`config.mk`:
```
export PLATFORM = sky130hd
export DESIGN_NAME = tmr_cmp_unit
export DESIGN_NICKNAME = d
export VERILOG_FILES = /design/src/rtl/tmr_pkg.sv /design/src/rtl/tmr_prescaler.sv /design/src/rtl/tmr_count.sv /design/src/rtl/tmr_flag.sv /design/src/rtl/tmr_cmp_unit.sv
export SDC_FILE = /design/constraint.sdc
export NUM_CORES = 1
export LEC_CHECK = 0
export CORE_AREA = 2 2 63 65
export CTS_CLUSTER_DIAMETER = 80
export DETAILED_ROUTE_END_ITERATION = 16
export DIE_AREA = 0 0 65 67
export PLACE_DENSITY = 0.72
export SLEW_MARGIN = 10
export SYNTH_ARGS = -nofsm -noshare
export SYNTH_HDL_FRONTEND = slang
export SYNTH_SLANG_ARGS = --single-unit
```
`constraint.sdc`:
```
create_clock -name clk -period 2.5 [get_ports clk]
set_input_delay 0.625 -clock clk [delete_from_list [all_inputs] [get_ports clk]]
set_output_delay 0.625 -clock clk [all_outputs]
set_load 0.01 [all_outputs]
```
`src/rtl/tmr_pkg.sv`:
```
package tmr_pkg;

    localparam int PS_W   = 10;
    localparam int NFLG   = 2;
    localparam int FLG_CMP = 0;
    localparam int FLG_OVF = 1;

    typedef enum logic [2:0] {
        CS_STOP    = 3'd0,
        CS_DIV1    = 3'd1,
        CS_DIV8    = 3'd2,
        CS_DIV64   = 3'd3,
        CS_DIV256  = 3'd4,
        CS_DIV1024 = 3'd5
    } cs_code_e;

    typedef struct packed {
        logic hit;
        logic clr;
    } flag_evt_t;

    // Low prescaler bits that must all be ones for a divided tick.
    function automatic logic [PS_W-1:0] ps_mask(input logic [2:0] sel);
        logic [PS_W-1:0] m;
        case (sel)
            CS_DIV8:    m = PS_W'(10'h007);
            CS_DIV64:   m = PS_W'(10'h03F);
            CS_DIV256:  m = PS_W'(10'h0FF);
            CS_DIV1024: m = PS_W'(10'h3FF);
            default:    m = '0;
        endcase
        return m;
    endfunction

    function automatic logic ps_tick(input logic [2:0] sel, input logic [PS_W-1:0] ps);
        logic t;
        case (sel)
            CS_DIV1:                            t = 1'b1;
            CS_DIV8, CS_DIV64, CS_DIV256,
            CS_DIV1024:                         t = ((ps & ps_mask(sel)) == ps_mask(sel));
            default:                            t = 1'b0;
        endcase
        return t;
    endfunction

endpackage

```
`src/rtl/tmr_prescaler.sv`:
```
module tmr_prescaler
    import tmr_pkg::*;
(
    input  logic       clk,
    input  logic       rst,
    input  logic [2:0] sel,
    output logic       tick
);
    logic [PS_W-1:0] ps_q;

    always_ff @(posedge clk) begin
        if (rst) ps_q <= '0;
        else     ps_q <= ps_q + 1'b1;
    end

    always_comb tick = ps_tick(sel, ps_q);

endmodule

```
`src/rtl/tmr_count.sv`:
```
module tmr_count #(
    parameter int CNT_W = 8
) (
    input  logic             clk,
    input  logic             rst,
    input  logic             tick,
    input  logic             cnt_wr,
    input  logic [CNT_W-1:0] cnt_wdata,
    input  logic             cmp_wr,
    input  logic [CNT_W-1:0] cmp_wdata,
    output logic [CNT_W-1:0] cnt,
    output logic [CNT_W-1:0] cmp,
    output logic             blk_pend,
    output logic             cmp_hit,
    output logic             ovf_hit
);
    localparam logic [CNT_W-1:0] CNT_MAX = '1;

    logic adv;

    always_comb begin
        adv     = tick && !cnt_wr;
        cmp_hit = adv && !blk_pend && (cnt == cmp);
        ovf_hit = adv && (cnt == CNT_MAX);
    end

    always_ff @(posedge clk) begin
        if (rst) begin
            cnt      <= '0;
            blk_pend <= 1'b0;
        end else if (cnt_wr) begin
            cnt      <= cnt_wdata;
            blk_pend <= 1'b1;
        end else if (tick) begin
            cnt      <= cnt + 1'b1;
            blk_pend <= 1'b0;
        end
    end

    always_ff @(posedge clk) begin
        if (rst)         cmp <= '0;
        else if (cmp_wr) cmp <= cmp_wdata;
    end

endmodule

```
`src/rtl/tmr_flag.sv`:
```
module tmr_flag
    import tmr_pkg::*;
(
    input  logic      clk,
    input  logic      rst,
    input  flag_evt_t evt,
    input  logic      ie,
    output logic      flag,
    output logic      irq
);
    always_ff @(posedge clk) begin
        if (rst)          flag <= 1'b0;
        else if (evt.hit) flag <= 1'b1;
        else if (evt.clr) flag <= 1'b0;
    end

    always_comb irq = flag && ie;

endmodule

```
`src/rtl/tmr_cmp_unit.sv`:
```
module tmr_cmp_unit
    import tmr_pkg::*;
#(
    parameter int CNT_W = 8
) (
    input  logic             clk,
    input  logic             rst,
    input  logic [2:0]       cs_sel,
    input  logic             cnt_wr,
    input  logic [CNT_W-1:0] cnt_wdata,
    input  logic             cmp_wr,
    input  logic [CNT_W-1:0] cmp_wdata,
    input  logic             sts_clr_wr,
    input  logic [1:0]       sts_clr_bits,
    input  logic             cmp_ie,
    input  logic             ovf_ie,
    input  logic             cmp_ack,
    input  logic             ovf_ack,
    output logic [CNT_W-1:0] cnt_val,
    output logic [CNT_W-1:0] cmp_val,
    output logic             cmp_flag,
    output logic             ovf_flag,
    output logic             cmp_irq,
    output logic             ovf_irq
);
    logic            tick;
    logic            blk_pend;
    logic            cmp_hit;
    logic            ovf_hit;
    flag_evt_t       evt   [NFLG];
    logic [NFLG-1:0] ie_v;
    logic [NFLG-1:0] ack_v;
    logic [NFLG-1:0] hit_v;
    logic [NFLG-1:0] flag_v;
    logic [NFLG-1:0] irq_v;

    tmr_prescaler u_ps (
        .clk  (clk),
        .rst  (rst),
        .sel  (cs_sel),
        .tick (tick)
    );

    tmr_count #(.CNT_W(CNT_W)) u_cnt (
        .clk       (clk),
        .rst       (rst),
        .tick      (tick),
        .cnt_wr    (cnt_wr),
        .cnt_wdata (cnt_wdata),
        .cmp_wr    (cmp_wr),
        .cmp_wdata (cmp_wdata),
        .cnt       (cnt_val),
        .cmp       (cmp_val),
        .blk_pend  (blk_pend),
        .cmp_hit   (cmp_hit),
        .ovf_hit   (ovf_hit)
    );

    always_comb begin
        hit_v[FLG_CMP] = cmp_hit;
        hit_v[FLG_OVF] = ovf_hit;
        ack_v[FLG_CMP] = cmp_ack;
        ack_v[FLG_OVF] = ovf_ack;
        ie_v[FLG_CMP]  = cmp_ie;
        ie_v[FLG_OVF]  = ovf_ie;
    end

    for (genvar i = 0; i < NFLG; i++) begin : g_flag
        always_comb begin
            evt[i].hit = hit_v[i];
            evt[i].clr = ack_v[i] || (sts_clr_wr && sts_clr_bits[i]);
        end

        tmr_flag u_flag (
            .clk  (clk),
            .rst  (rst),
            .evt  (evt[i]),
            .ie   (ie_v[i]),
            .flag (flag_v[i]),
            .irq  (irq_v[i])
        );
    end

    always_comb begin
        cmp_flag = flag_v[FLG_CMP];
        ovf_flag = flag_v[FLG_OVF];
        cmp_irq  = irq_v[FLG_CMP];
        ovf_irq  = irq_v[FLG_OVF];
    end

endmodule

```
==> results.ini <==
[clocking]
cts_buffers=5
cts_sinks=29
holdBufCountCts=0
clock_path_buffers=2
cts-root-buf=clkbuf_8
cts_htree_levels=2
clkLatencyLatePin_ns=0.27
post-cts-setup-buffer-count=0
path_clk_slew_ns=0.06
ctsResizeCount=0
cts_tree=yes

[synthesis]
ys_seq_elements=29
yosys_warnings=0
ys.flop_type=dfxtp_1
synth_cell_types=35
synth_edf_count=0
ys_async_sr_fraction=0
ys_seq_area_frac=0.4038
netlist.area_leader.share=0.4038
synth_area_leaders=dfxtp_1 (40%), xor2_1 (7.3%), nor2_1 (6.3%)
yosysTopAreaCell=dfxtp_1
syn_area_um2=1438
netlist_instances=154
synth_nets=186
synth_most_common_cell=dfxtp_1
synth.top_cells.by_count=dfxtp_1 (29), nor2_1 (24), xor2_1 (12)
avgSynthCellArea_um2=9.335

[power]
power.switching_mw=0.2556
p_seq_frac=0.483
p_clk_frac=0.352
leakage_nw=0.7551
peakVddDrop_mv=0.3113
combPwrFrac=0.165
switching_share=0.2401
power_density_nw_per_um2=515.2
internal-power_mw=0.8092

[timing]
slew_headroom=0.6151
fmax_mhz=427.0
fin_skew_ns=0.004342
hold_viol_final=0
maxSlewViolCount=0
worstMarginPinSlew_ns=0.5736
rsz0062_at_grt=no
fin_crit_sh=0.9368
setup_viol=0
post-route-min-period_ns=2.342
fin_tns_setup_ns=0

[routing]
firstDrtPassIters=4
vias=1268
ant_nets=0
wl_per_cell_um=12.85
wl_mm=3.276
vias_per_cell=4.973
drc=0
drtIter0Drc=21

[global_routing]
antenna_found_initial=0
grt_use_total=0.1694
grt_max_degree=24
grt_pass1_wl_mm=5.499
grt_overflow_total=0
grt_pass1_vias=1189

[placed_design]
place_congestion=0.7585
place_hpwl_mm=2.531
port_buffers=49

[cells_and_area]
final.fill_count=346
syn_to_final_growth_pct=43.78
fin_nets=239
post-route-util=0.5732
drive_above_1_share=0.09179
antenna_cells=0

[die]
initial_core_util=0.3987
rows=22
dieArea_um2=4355
ios=50
chipWidth_um=65
core_um2=3606
die_h_um=67

[worst_setup_path]
endpoint_kind=output pin
cp.arrival_ns=1.72
crit_required_ns=1.88
critical_path.startpoint_type=primary input
cp_max_fo=1
critPathKind=in -> out

[flow_run]
maxCapViolations=0

[outcome]
status=finished, final reports clean

[hold_path]
hold_path.class=reg -> reg

layout by cell type, fill, tap and decap left out, drive strengths merged:
cell type,count
and2,2
nor3b,1
nor4,2
a211oi,13
nand3,8
nor3,1
nand2b,2
a21o,1
a21oi,7
a2111oi,2
ha,2
xnor2,9
nand2,7
a221oi,1
dfxtp,29
mux2i,8
or3,3
a21boi,1
or4,1
buf,3
xor2,12
and3,1
nand4,2
and4,1
o21ai,3
nor2,24
inv,4
nor2b,1
clkdlybuf4s50,49
clkbuf,7
layout make-up:
type	count	area (µm²)	area share
multi-input cells	115	812.0	0.3929
flip-flops and latches	29	580.6	0.2809
repair buffers	52	513.0	0.2482
clock buffers	7	86.33	0.04177
well taps	48	60.06	0.02906
inverters	4	15.01	0.007264
logic make-up (layout without fill, tap and decap cells):
| family | Yosys count | in the layout | share of synthesized area |
|---|---|---|---|
| xor+xnor | 21 | 21 | 0.1279 |
| buf+inv | 10 | 63 | 0.03132 |
| mux | 8 | 8 | 0.05570 |
| fa+ha+maj | 2 | 2 | 0.01740 |
| compound gates | 28 | 28 | 0.1715 |
| simple gates | 56 | 56 | 0.1923 |
| flops | 29 | 29 | 0.4038 |
sequential cells by signal (all words and copies together), names as in the netlist:
name / count
u_cnt.cmp: 8
u_cnt.cnt: 8
u_cnt.blk_pend: 1
g_flag.u_flag.flag: 2
u_ps.ps_q: 10
power by group through the flow:
stage	clock network [mW]	registers (mW)	logic [mW]
global placement	0	0.523	0.174
finish	0.375	0.514	0.176
floorplan	0	0.525	0.0730
detailed placement	0	0.524	0.177
global route	0.412	0.518	0.190
CTS	0.387	0.514	0.178
layer usage:
layer / share of wire / up-vias / GRT usage
li1: - / 643 / -
met1: 0.46 / 576 / 0.2031
met2: 0.46 / 47 / 0.2706
met3: 0.071 / 2 / 0.06419
met4: 0.012 / 0 / 0.07181
met5: 0 / - / 0
critical path, cell delays in order:
cell and delay (ns):
clkdlybuf4s50_1 0.45, and2_1 0.12, clkdlybuf4s50_1 0.52
path summary, 6_finish.rpt:
path	from	end	slack, ns	cells past startpoint
worst max register to register	u_ps.ps_q[2]	u_cnt.cnt[5]	0.46	5
worst max-delay path	cmp_ie	cmp_irq	0.16	3
worst min register to register	g_flag[0].u_flag.flag	g_flag[0].u_flag.flag	0.45	2
worst min-delay path	g_flag[0].u_flag.flag	g_flag[0].u_flag.flag	0.45	2
metrics by stage:
step | instances | setup slack [ns] | area, µm² | total power, mW | hold slack [ns]
6_report | 255 | 0.1579 | 2067 | 1.065 | 0.4527
3_5_place_dp | 248 | -0.08999 | 1981 | 0.7001 | 0.4523
4_1_cts | 255 | 0.1497 | 2067 | 1.079 | 0.4602
5_1_grt | 255 | 0.1138 | 2067 | 1.120 | 0.4957
2_1_floorplan | 154 | 0.4276 | 1438 | 0.5981 | 0.4290
3_3_place_gp | 248 | -0.02614 | 1981 | 0.6968 | 0.4381
(Power assumes the default switching activity.)
